==> config.mk <==
export PLATFORM = sky130hd
export DESIGN_NAME = accu_alu_dp
export DESIGN_NICKNAME = d
export VERILOG_FILES = /design/src/rtl/accu_alu_pkg.sv /design/src/rtl/accu_fn_bank.sv /design/src/rtl/accu_sel_decode.sv /design/src/rtl/accu_result_mux.sv /design/src/rtl/accu_state_reg.sv /design/src/rtl/accu_alu_dp.sv
export SDC_FILE = /design/constraint.sdc
export NUM_CORES = 1
export LEC_CHECK = 0
export ABC_CLOCK_PERIOD_IN_PS = 4900
export BUFFER_PORTS_ARGS = -buffer_cell sky130_fd_sc_hd__buf_4
export CORE_MARGIN = 2
export CORE_UTILIZATION = 35
export DETAILED_ROUTE_END_ITERATION = 16
export HOLD_SLACK_MARGIN = 0.05
export SLEW_MARGIN = 30
export SYNTH_ARGS = -nofsm -noshare
export SYNTH_HDL_FRONTEND = slang
export SYNTH_HIERARCHICAL = 1
export SYNTH_SLANG_ARGS = --single-unit
==> constraint.sdc <==
create_clock -name clk -period 4.9 [get_ports clk]
set_clock_uncertainty 0.05 [all_clocks]
set_input_delay 0.49 -clock clk [delete_from_list [all_inputs] [get_ports clk]]
set_output_delay 0.49 -clock clk [all_outputs]
set_load 0.05 [all_outputs]
==> src/rtl/accu_alu_pkg.sv <==
package accu_alu_pkg;

    localparam int DATA_W  = 16;
    localparam int SEL_W   = 4;
    localparam int N_UNITS = 1 << SEL_W;

    typedef logic [DATA_W-1:0] word_t;

    typedef enum logic [SEL_W-1:0] {
        FN_PASS_D = 4'd0,
        FN_ADD    = 4'd1,
        FN_ADC    = 4'd2,
        FN_SUB    = 4'd3,
        FN_SBB    = 4'd4,
        FN_AND    = 4'd5,
        FN_OR     = 4'd6,
        FN_XOR    = 4'd7,
        FN_NOT_A  = 4'd8,
        FN_SHL_A  = 4'd9,
        FN_SHR_A  = 4'd10,
        FN_INC_A  = 4'd11,
        FN_DEC_A  = 4'd12,
        FN_PASS_A = 4'd13,
        FN_NEG_A  = 4'd14,
        FN_ZERO   = 4'd15
    } fn_code_e;

    typedef struct packed {
        logic  carry;
        word_t value;
    } unit_out_t;

    typedef struct packed {
        logic carry;
        logic zero;
        logic sign;
    } flags_t;

    // One function unit; operand d is the data bus, a the accumulator.
    function automatic unit_out_t unit_eval(fn_code_e code, word_t d, word_t a, logic cin);
        unit_out_t        r;
        logic [DATA_W:0]  wide;
        r    = '0;
        wide = '0;
        unique case (code)
            FN_PASS_D: r.value = d;
            FN_ADD: begin
                wide = {1'b0, a} + {1'b0, d};
                r    = {wide[DATA_W], wide[DATA_W-1:0]};
            end
            FN_ADC: begin
                wide = {1'b0, a} + {1'b0, d} + {{DATA_W{1'b0}}, cin};
                r    = {wide[DATA_W], wide[DATA_W-1:0]};
            end
            FN_SUB: begin
                wide = {1'b0, a} - {1'b0, d};
                r    = {wide[DATA_W], wide[DATA_W-1:0]};
            end
            FN_SBB: begin
                wide = {1'b0, a} - {1'b0, d} - {{DATA_W{1'b0}}, cin};
                r    = {wide[DATA_W], wide[DATA_W-1:0]};
            end
            FN_AND:    r.value = a & d;
            FN_OR:     r.value = a | d;
            FN_XOR:    r.value = a ^ d;
            FN_NOT_A:  r.value = ~a;
            FN_SHL_A:  r = {a[DATA_W-1], a[DATA_W-2:0], 1'b0};
            FN_SHR_A:  r = {a[0], 1'b0, a[DATA_W-1:1]};
            FN_INC_A: begin
                wide = {1'b0, a} + 1'b1;
                r    = {wide[DATA_W], wide[DATA_W-1:0]};
            end
            FN_DEC_A: begin
                wide = {1'b0, a} - 1'b1;
                r    = {wide[DATA_W], wide[DATA_W-1:0]};
            end
            FN_PASS_A: r.value = a;
            FN_NEG_A: begin
                wide = {(DATA_W+1){1'b0}} - {1'b0, a};
                r    = {wide[DATA_W], wide[DATA_W-1:0]};
            end
            FN_ZERO:   r = '0;
            default:   r = '0;
        endcase
        return r;
    endfunction

endpackage

==> src/rtl/accu_fn_bank.sv <==
module accu_fn_bank
    import accu_alu_pkg::*;
#(
    parameter int UNITS = N_UNITS
) (
    input  word_t                 opd_bus,
    input  word_t                 opd_acc,
    input  logic                  carry_in,
    output unit_out_t [UNITS-1:0] unit_res
);

    // Every unit is fed continuously from both operands; none is registered.
    for (genvar g = 0; g < UNITS; g++) begin : g_unit
        localparam fn_code_e UNIT_CODE = fn_code_e'(g);
        assign unit_res[g] = unit_eval(UNIT_CODE, opd_bus, opd_acc, carry_in);
    end

endmodule

==> src/rtl/accu_sel_decode.sv <==
module accu_sel_decode
    import accu_alu_pkg::*;
#(
    parameter int SW    = SEL_W,
    localparam int UNITS = 1 << SW
) (
    input  logic [SW-1:0]    sel,
    output logic [UNITS-1:0] enable
);

    always_comb begin
        enable      = '0;
        enable[sel] = 1'b1;
    end

endmodule

==> src/rtl/accu_result_mux.sv <==
module accu_result_mux
    import accu_alu_pkg::*;
#(
    parameter int UNITS = N_UNITS
) (
    input  logic      [UNITS-1:0] enable,
    input  unit_out_t [UNITS-1:0] unit_res,
    output unit_out_t             bus_out
);

    // AND-OR bus: a disabled unit contributes all zeros.
    always_comb begin
        bus_out = '0;
        for (int u = 0; u < UNITS; u++) begin
            if (enable[u]) begin
                bus_out = unit_out_t'(bus_out | unit_res[u]);
            end
        end
    end

endmodule

==> src/rtl/accu_state_reg.sv <==
module accu_state_reg
    import accu_alu_pkg::*;
(
    input  logic      clk,
    input  logic      rst,
    input  logic      load,
    input  unit_out_t bus_in,
    output word_t     acc_q,
    output flags_t    flags_q
);

    flags_t flags_d;

    always_comb begin
        flags_d.carry = bus_in.carry;
        flags_d.zero  = (bus_in.value == '0);
        flags_d.sign  = bus_in.value[DATA_W-1];
    end

    always_ff @(posedge clk) begin
        if (rst) begin
            acc_q   <= '0;
            flags_q <= '0;
        end else if (load) begin
            acc_q   <= bus_in.value;
            flags_q <= flags_d;
        end
    end

endmodule

==> src/rtl/accu_alu_dp.sv <==
module accu_alu_dp
    import accu_alu_pkg::*;
(
    input  logic              clk,
    input  logic              rst,
    input  logic [DATA_W-1:0] dbus_i,
    input  logic [SEL_W-1:0]  fsel_i,
    input  logic              load_i,
    output logic [DATA_W-1:0] rbus_o,
    output logic [DATA_W-1:0] acc_o,
    output logic              carry_o,
    output logic              zero_o,
    output logic              sign_o
);

    unit_out_t [N_UNITS-1:0] unit_res;
    logic      [N_UNITS-1:0] unit_en;
    unit_out_t               result_bus;
    word_t                   acc_q;
    flags_t                  flags_q;

    accu_fn_bank #(.UNITS(N_UNITS)) u_bank (
        .opd_bus  (dbus_i),
        .opd_acc  (acc_q),
        .carry_in (flags_q.carry),
        .unit_res (unit_res)
    );

    accu_sel_decode #(.SW(SEL_W)) u_dec (
        .sel    (fsel_i),
        .enable (unit_en)
    );

    accu_result_mux #(.UNITS(N_UNITS)) u_mux (
        .enable   (unit_en),
        .unit_res (unit_res),
        .bus_out  (result_bus)
    );

    accu_state_reg u_state (
        .clk     (clk),
        .rst     (rst),
        .load    (load_i),
        .bus_in  (result_bus),
        .acc_q   (acc_q),
        .flags_q (flags_q)
    );

    assign rbus_o  = result_bus.value;
    assign acc_o   = acc_q;
    assign carry_o = flags_q.carry;
    assign zero_o  = flags_q.zero;
    assign sign_o  = flags_q.sign;

endmodule

# Word level (Yosys, flattened, before mapping)
# Index checks and enable logic that the tools add are counted.
[totals]
reg_bits = 19
latch_bits = 0
ramBits = 0
mem_count = 0
out_inout_bits = 35
mem_bits_ro = 0
[classes]
eq_ne = 0
shifts = 0
bitwise = 18
div = 0
muxes = 17
reduce_logical = 2
magnitude_cmp = 2
n_mul = 0
n_addsub = 7
[op_table]
columns = ["operator", "count"]
rows = [
  ["$mux W17", 14],
  ["$or A17 B17 Y17", 9],
  ["$or A17 B16 Y17", 5],
  ["$add A16 B1 Y17 const B", 1],
  ["$add A16 B16 Y17", 1],
  ["$add A17 B1 Y17", 1],
  ["$sub A1 B16 Y17 const A", 1],
  ["$sub A16 B1 Y17 const B", 1],
  ["$sub A16 B16 Y17", 1],
  ["$sub A17 B1 Y17", 1],
  ["$and A16 B16 Y16", 1],
  ["$logic_not A16 Y1", 1],
  ["$mux W16", 1],
  ["$not A16 Y16", 1],
  ["$or A16 B16 Y16", 1],
  ["$xor A16 B16 Y16", 1],
  ["$lt A4 B5 Y1 const B", 1],
  ["$demux W1 S4", 1],
  ["$ge A4 B1 Y1 const B", 1],
  ["$logic_and A1 B1 Y1", 1],
  ["$mux W1", 1],
]

# Logic depth before layout (Yosys ltp)
# Gate-level depths: netlist of run 1.
[logic_depth]
word_depth = 34
mapped_depth = 19
mapped_depth_nobuf = 18

# By module
# Netlist of run 1, hierarchy kept.
[modules_own_cells]
columns = ["mod", "area_per_inst_um2", "cells_per_inst", "n_inst"]
rows = [
  ["accu_fn_bank", 4030.1, 552, 1],
  ["accu_result_mux", 1571.5, 185, 1],
  ["accu_state_reg", 700.7, 65, 1],
  ["accu_sel_decode", 226.5, 20, 1],
]

# Least setup slack after synthesis of run 1
# No wires, ideal clock.
[synth_path]
path_kind = "register -> register"
startpoint = "register u_state.acc_q[0]"
endpoint = "register, netlist name u_state/flags_q[1]"
arrival_time_ns = 4.890
slack_ns = -0.128
period_less_slack_ns = 5.028
path_buffers = 0
setup_time_ns = 0.088
path_stages_with_launch = 19
t_required_ns = 4.762
cell_sequence = "dfxtp_1 inv_1 ha_1 fa_1 o21bai_1 a211oi_1 a2111o_1 o21ai_1 nor2_1 xnor2_1 nand3b_1 nor3_2 xor2_1 a22o_1 a221oi_1 nand4_1 nor4_1 nand3b_1 o32ai_2"
[synth_rtl]
columns = ["item", "line_no", "source"]
rows = [
  ["start: declaration", "accu_state_reg.sv:8", "output word_t acc_q,"],
  ["start signal: assignment", "accu_state_reg.sv:25", "acc_q <= bus_in.value;"],
]

==> reports/results.ini, run 1 <==
[outcome]
status = complete, no violations

[finish]
nFillCells = 1918
multiInputGateArea_mm2 = 0.00481
final_util = 0.365
ff_latch_area_um2 = 364
n_antenna_cell = 0
area_growth_pct = 1.38
drive_gt1_frac = 0.192
nets = 876
final_cells = 1024

[floorplanning]
ios = 58
dieWidth_um = 141
coreArea_mm2 = 0.0181
die_area_mm2 = 0.0198
die_y_um = 141
initial_core_util = 0.360
row_count = 49

[timing]
min_period_ns = 4.67
hold_viol = 0
setup_slack_ns = 0.231
setup_viol = 0
worst_slew_pin_slew_ns = 1.07
period_share = 0.953
slew-limit-headroom = 0.288
drv_slew = 0
fmax_ghz = 0.214

[routing]
viasPerCell = 5.94
wl_um = 20900
num_vias = 6079
drtIter0Drc = 676
drc = 0
drt-pass1-iter-count = 6
postRouteAntennaNets = 0
wl_per_cell_um = 20.4

[critical_path]
crit_path_top_delay_cell = a2111o_1
worstPathRequired_ns = 4.36
crit_fanout = 5
path_class = register to output port
slowest_delay_ns = 0.43
arrival_ns = 4.13
end_kind = output port
start_kind = register
crit_chain = inv_1, ha_1, fa_2, o21bai_2, a211oi_2, a2111o_1, o211ai_1, nand2_1, xnor2_2, nand3b_1, nor3_2, xor2_1, a22o_1, a221oi_1, nand4_1, buf_4

[place]
dp.cells = 1017
place_congestion = 0.931
post-place-ws_ns = 0.164
io_buffer_count = 57
place_hpwl_um = 15200

[synthesis]
ys.warnings.count = 6
ys.flop_type = dfxtp_1
synth_top_cell_by_area = buf_4
synth_cell_types = 81
async_reset_ff_frac = 0
ys_ff_latch = 18
synth-edff-count = 0
seq_area_frac_synth = 0.0552
avgSynthCellArea_um2 = 7.94
synth_area_mm2 = 0.00653
netlist.area_leader.share = 0.116
syn_inst = 822
synth.area.top_cells = buf_4 (12%), ha_1 (11%), a22o_1 (9.1%)

[clock_tree]
cts_buffers = 3
cts-htree-levels = 1
insertion_delay_ns = 0.27
path_clk_slew_ns = 0.07
cts_tree = yes
cts_sinks = 18
cts_buffer_depth = 2
root_buffer = clkbuf_16

[global_routing]
antenna_found_initial = 0
track_usage = 0.206
grt_max_degree = 20
grt_pass1_wl_um = 32200
grt-ovfl-total = 0
grt_pass1_vias = 5628

[pwr]
p_leak_uw = 0.00291
pwr_density_cell_mw_per_mm2 = 252
peakVddDrop_uv = 181

[run]
drv_cap = 0

[min_path]
hold_class = register to register

[Yosys cell counts, drive strengths merged (4+ instances only)]
master,instances
a21o,4
a21oi,22
a221oi,68
a22o,68
and2,4
and3,10
and4b,4
and4bb,6
buf,140
clkbuf,10
dfxtp,18
ha,55
inv,93
mux2i,17
nand2,20
nand2b,5
nand3,23
nand4,30
nor2,39
nor2b,6
nor3,18
nor4,10
nor4b,5
o21ai,8
o21bai,6
or3,6
xnor2,68
xor2,13
[per-layer routing]
metal	part of all wire	track usage	wire length, µm	vias up
met3	0.088	0.0340	1840	45
met2	0.44	0.320	9240	330
met1	0.44	0.292	9260	2861
met4	0.026	0.0611	539	2
li1	-	-	-	2841
met5	0.0021	0.0175	43	-
[power breakdown]
part           total [µW]  switching, µW  leakage (µW)  internal [µW]
Clock                 210           84.8     0.0000442            126
Sequential            183           21.2      0.000149            162
Combinational        1270            808       0.00272            467
Total                1670            914       0.00291            754
[worst paths after layout]
check	start	end	slack, ns	cells past startpoint
hold reg to reg	u_state/flags_q[1]	u_state/flags_q[1]	0.45	2
hold / removal	u_state/flags_q[1]	u_state/flags_q[1]	0.45	2
setup / recovery	u_state/acc_q[0]	rbus_o[15]	0.23	16
setup reg to reg	u_state/acc_q[0]	u_state/flags_q[1]	0.58	18
[cell type report]
type,instances,area share
Clock buffer,4,0.0134
Sequential cell,18,0.0550
Timing Repair Buffer,95,0.108
Multi-Input combinational cell,584,0.727
Tap cell,229,0.0433
Inverter,94,0.0533
[through the flow]
step                area [µm²]  power, µW  hold slack [ns]  setup TNS (ns)
floorplan                 6620       1200            0.606               0
global placement          6430       1410            0.441               0
detailed placement        6430       1410            0.445               0
CTS                       6520       1630            0.458               0
global route              6620       1780            0.484        -0.00366
finish                    6620       1670            0.451               0
[registers in the layout (all words and copies together) (netlist names)]
name,flops
u_state/flags_q,2
u_state/acc_q,16
[cell families after synthesis]
kind of cell,count (synthesis),share of synthesized area
AOI/OAI and AO/OA,207,0.269
xor gates and xnor gates,81,0.116
adders and majority gates,57,0.112
buffers and inverters,244,0.236
DFF,18,0.0552
muxes,17,0.0261
other,1,0.000574
and+or+nand+nor,197,0.186
[repair_timing]
item                       CTS  global route
resized for setup            0            15
buffers inserted             0             3
hold buffers                 0             0
setup endpoints to repair    0             7
[critical path: cells and delay by family, from the launching register on]
family          cells  cell delay (ns)
simple gates        4             0.69
compound gates      6             1.54
buf+inv             2             0.30
xor+xnor            2             0.36
flops               1             0.37
fa+ha+maj           2             0.60
[cell usage in the layout (no fill, tap or decap), types with 22 or more instances in the layout]
| cell type | instances |
|---|---|
| buf_4 | 95 |
| inv_1 | 92 |
| a22o_1 | 68 |
| a221oi_1 | 66 |
| xnor2_1 | 63 |
| ha_1 | 54 |
| nor2_1 | 38 |
| nand4_1 | 30 |
| conb_1 | 25 |
| nand3_1 | 22 |
No activity file was read; power rests on OpenSTA's default activity.
==> inputs of run 2 (changes only) <==
- CORE_MARGIN: 2 -> 10
- PLACE_DENSITY: default -> 0.58
==> run 2 against run 1 <==
Against the previous run:
- power up 0.65%
- maximum frequency decreased by 2.1%
- global-route usage decreased by 3.3 points
- routed wire length rose by 4.1%
- non-clock buffer count rose by 3
- cell count up 0.29%
- clock power about the same
- highest routed layer is now met4
==> reports/results.ini, run 2 (synthesis gave the netlist of run 1 again) <==
[timing]
fmax_ghz = 0.210
worst_slew_pin_slew_ns = 1.03
setup_viol = 0
hold_viol = 0
min_period_ns = 4.77
period_share = 0.973
drv_slew = 0
setup_slack_ns = 0.131
tns_ns = 0
slew-limit-headroom = 0.313

[finish]
ff_latch_area_um2 = 364
layout_common_cells = buf_4 (98), inv_1 (92), a22o_1 (68), a221oi_1 (66), xnor2_1 (62)
final_cell_area_mm2 = 0.00661
drive_gt1_frac = 0.189
reg_top3 = u_state/acc_q: 16 flops, u_state/flags_q: 2 flops
top_register = u_state/acc_q
n_antenna_cell = 0
multiInputGateArea_mm2 = 0.00478
nFillCells = 1949
final_util = 0.364
largest_reg_flops = 16
area_growth_pct = 1.25
final_cells = 1027
nets = 879
final_common_cell = buf_4

[floorplanning]
row_count = 49
die_area_mm2 = 0.0245
coreArea_mm2 = 0.0181
ios = 58
initial_core_util = 0.360
dieWidth_um = 157
die_y_um = 157

[pwr]
peakVddDrop_uv = 140
pwr_density_cell_mw_per_mm2 = 254
p_leak_uw = 0.00292

[place]
place_congestion = 0.959
post-place-ws_ns = 0.113
dp.cells = 1020
place_hpwl_um = 16000
io_buffer_count = 57
dpl-instance-area_mm2 = 0.00645

[clock_tree]
cts_buffer_depth = 2
cts_sinks = 18
cts_tree = yes
insertion_delay_ns = 0.27
cts-htree-levels = 1
cts_buffers = 3
path_clk_slew_ns = 0.07
root_buffer = clkbuf_16

[routing]
viasPerCell = 5.95
drc = 0
drtIter0Drc = 645
wl_per_cell_um = 21.2
drt-pass1-iter-count = 7
num_vias = 6115
postRouteAntennaNets = 0
wl_um = 21800

[global_routing]
grt_pass1_wl_um = 33900
track_usage = 0.172
antenna_found_initial = 0
grt_max_degree = 20
grt_pass1_vias = 5837
grt-ovfl-total = 0

[critical_path]
crit_fanout = 5
end_kind = output port
worstPathRequired_ns = 4.36
path_class = register to output port
start_kind = register
arrival_ns = 4.23
reg2reg_slack_ns = 0.44

[run]
drv_cap = 0

[outcome]
status = complete, no violations

[min_path]
hold_class = register to register

-- run 2: layer usage --
metal	vias to the layer above	routed length, µm	global-route usage	share of wire
met4	0	569	0.0566	0.026
met5	-	0	0	0
met3	43	1880	0.0233	0.086
li1	2851	-	-	-
met1	2915	9680	0.240	0.44
met2	306	9660	0.267	0.44
-- run 2: area by class of cell --
| type | count | share of cell area |
|---|---|---|
| Clock buffer | 4 | 0.0134 |
| Sequential cell | 18 | 0.0551 |
| Inverter | 94 | 0.0534 |
| Multi-Input combinational cell | 584 | 0.723 |
| Tap cell | 229 | 0.0433 |
| Timing Repair Buffer | 98 | 0.111 |
-- run 2: per-stage QoR --
step	hold WS, ns	total power [µW]
2_1_floorplan	0.606	1200
5_1_grt	0.477	1790
4_1_cts	0.458	1650
3_5_place_dp	0.446	1430
6_report	0.456	1680
3_3_place_gp	0.439	1420
-- run 2: critical path, cell delays in order, from the launching register on --
cell and delay (ns):
dfxtp_2 0.37, inv_1 0.06, ha_1 0.20, fa_1 0.43, o21bai_1 0.24, a211oi_2 0.15
a2111o_1 0.44, o211ai_1 0.29, nand2_1 0.15, xnor2_2 0.22, nand3b_1 0.16, nor3_2 0.17
xor2_1 0.13, a22o_1 0.22, a221oi_1 0.24, nand4_1 0.22, buf_4 0.25
-- run 2: where the power goes --
| group | internal [µW] | switching (µW) | total [µW] |
|---|---|---|---|
| Combinational | 469 | 816 | 1280 |
| Sequential | 162 | 19.1 | 181 |
| Clock | 126 | 87.4 | 213 |
-- run 2: timing repair --
item	in CTS	in global routing
resized for setup	0	8
hold buffers	0	0
setup endpoints to repair	0	4
setup buffers	0	3
-- run 2: path summary, 6_finish.rpt --
check / cells past startpoint / startpoint / endpoint
setup / recovery: 16 / u_state/acc_q[0] / rbus_o[15]
hold / removal: 2 / u_state/flags_q[1] / u_state/flags_q[1]
setup reg to reg: 18 / u_state/acc_q[0] / u_state/flags_q[1]
hold reg to reg: 2 / u_state/flags_q[1] / u_state/flags_q[1]
==> inputs of run 3 (changes only) <==
- GPL_ROUTABILITY_DRIVEN: default -> 0
- SETUP_SLACK_MARGIN: default -> 0.2
==> run 3 against run 2 <==
Against the previous run:
- cell count is 0.19% lower
- die area stayed put
- maximum frequency is 3.4% higher
- first-iteration DRC count is 5.3% higher
- combinational power hardly changed
- utilization is 0.39 points higher
- routed wire length is 0.80% higher
- via count is 1.7% lower
- sequential share of layout area is 0.20 points higher
- setup slack better by 0.15 ns
- sequential cell count stayed put
- largest cell class unchanged
- largest power group unchanged
- highest routed layer unchanged
==> reports/results.ini, run 3 (synthesis gave the netlist of run 1 again) <==
[routing]
viasPerCell = 5.86
drc = 0
wl_um = 22000
wl_per_cell_um = 21.4
drt-pass1-iter-count = 5
postRouteAntennaNets = 0
num_vias = 6009
drtIter0Drc = 679

[min_path]
min_path_cells = 2
hold_class = register to register
holdPathEnd = u_state/flags_q[1]
min_from = u_state/flags_q[1]

[clock_tree]
cts_buffer_depth = 2
root_buffer = clkbuf_16
cts_buffers = 3
insertion_delay_ns = 0.28
cts_sinks = 18
path_clk_slew_ns = 0.07
cts_tree = yes
cts-htree-levels = 1

[floorplanning]
dieWidth_um = 157
coreArea_mm2 = 0.0181
die_y_um = 157
row_count = 49
die_area_mm2 = 0.0245
initial_core_util = 0.360
ios = 58

[finish]
layout_common_cells = buf_4 (96), inv_1 (92), a22o_1 (68), a221oi_1 (66), xnor2_1 (62)
reg_top3 = u_state/acc_q: 16 flops, u_state/flags_q: 2 flops
drive_gt1_frac = 0.209
nFillCells = 1952
final_cell_area_mm2 = 0.00668
nets = 877
area_growth_pct = 2.32
largest_reg_flops = 16
top_register = u_state/acc_q
final_common_cell = buf_4
n_antenna_cell = 0

[critical_path]
end_kind = output port
r2r_cells = 16
reg2reg_slack_ns = 0.56
path_class = register to output port
slowest_delay_ns = 0.56
critPathTopFamily = compound AO/OA/AOI/OAI gates
path_buf_inv = 4
worstPathRequired_ns = 4.36
crit_path_top_delay_cell = o31ai_1
crit_chain = inv_1, ha_2, inv_1, o31ai_1, o41ai_4, xnor2_1, nor4b_4, buf_4, nand3_1, xnor2_1, a221oi_1, nand4_1, buf_4
timing.rr.start = u_state/acc_q[7]
arrival_ns = 4.07
crit_fanout = 13
start_kind = register
timing.rr.end = u_state/flags_q[1]

[pwr]
peakVddDrop_uv = 147
pwr_density_cell_mw_per_mm2 = 254
p_leak_uw = 0.00293

[global_routing]
grt_pass1_vias = 5718
grt-ovfl-total = 0
grt_pass1_wl_um = 34000
antenna_found_initial = 0
track_usage = 0.174
grt_max_degree = 20

[timing]
worst_slew_pin_slew_ns = 1.02
slew-limit-headroom = 0.320
drv_slew = 0
period_share = 0.942
fmax_ghz = 0.217
rsz0062_at_grt = yes
hold_viol = 0
min_period_ns = 4.61
setup_viol = 0
tns_ns = 0

[place]
place_hpwl_um = 15900
dpl-instance-area_mm2 = 0.00643
io_buffer_count = 57

[outcome]
status = complete, no violations

[run]
drv_cap = 0

-- run 3: per-layer routing --
| metal | routed length [µm] | share of wire | track usage |
|---|---|---|---|
| met2 | 9780 | 0.45 | 0.266 |
| met1 | 9560 | 0.44 | 0.240 |
| met3 | 2140 | 0.097 | 0.0343 |
| met4 | 476 | 0.022 | 0.0548 |
| met5 | 0 | 0 | 0 |
-- run 3: worst max path at each step --
stage,from,end,cells after the start
finish,u_state/acc_q[7],rbus_o[14],13
floorplan,u_state/acc_q[2],u_state/flags_q[1],18
global route,u_state/acc_q[0],rbus_o[14],15
global placement,dbus_i[0],rbus_o[15],16
CTS,u_state/acc_q[7],rbus_o[15],14
detailed placement,dbus_i[0],rbus_o[15],16
-- run 3: timing repair --
| item | 4_1_cts | 5_1_grt |
|---|---|---|
| pin swaps | 5 | 4 |
| endpoints found under the setup margin | 4 | 7 |
| hold buffers | 0 | 0 |
| gates resized for setup | 6 | 16 |
| setup buffers | 5 | 1 |
-- run 3: worst reg2reg max path: stages (launching register included) --
cell and delay [ns]:
dfxtp_4 0.44, inv_1 0.10, ha_2 0.46, inv_1 0.16, o31ai_1 0.56, o41ai_4 0.15
xnor2_1 0.40, nor4b_4 0.32, nand4_1 0.14, xnor2_1 0.16, a22o_1 0.22, a221oi_1 0.21
nand4_1 0.18, buf_4 0.18, nor4_1 0.27, nand3b_1 0.12, o32ai_2 0.14
-- run 3: layout make-up --
cell class,instances,area [µm²],area share
multi-input combinational,584,4850,0.726
inverter,94,353,0.0528
sequential,18,382,0.0571
clock buffer,4,88.8,0.0133
timing repair buffer,96,721,0.108
tap,229,287,0.0429
-- run 3: metrics by stage --
stage,worst slack [ns],std cells,hold WS [ns],total power (µW),util
after floorplan,0.210,846,0.581,1200,-
after global placement,0.226,1015,0.434,1420,0.354
after detailed placement,0.183,1015,0.443,1420,0.354
after CTS,0.230,1024,0.455,1670,0.363
after global routing,0.0600,1025,0.464,1810,0.368
final,0.286,1025,0.451,1700,0.368
-- run 3: report_power, final --
group / total (µW) / internal, µW / leakage [µW] / switching, µW
clock: 215 / 126 / 0.0000442 / 89.1
sequential: 188 / 164 / 0.000153 / 24.8
combinational: 1290 / 474 / 0.00273 / 819
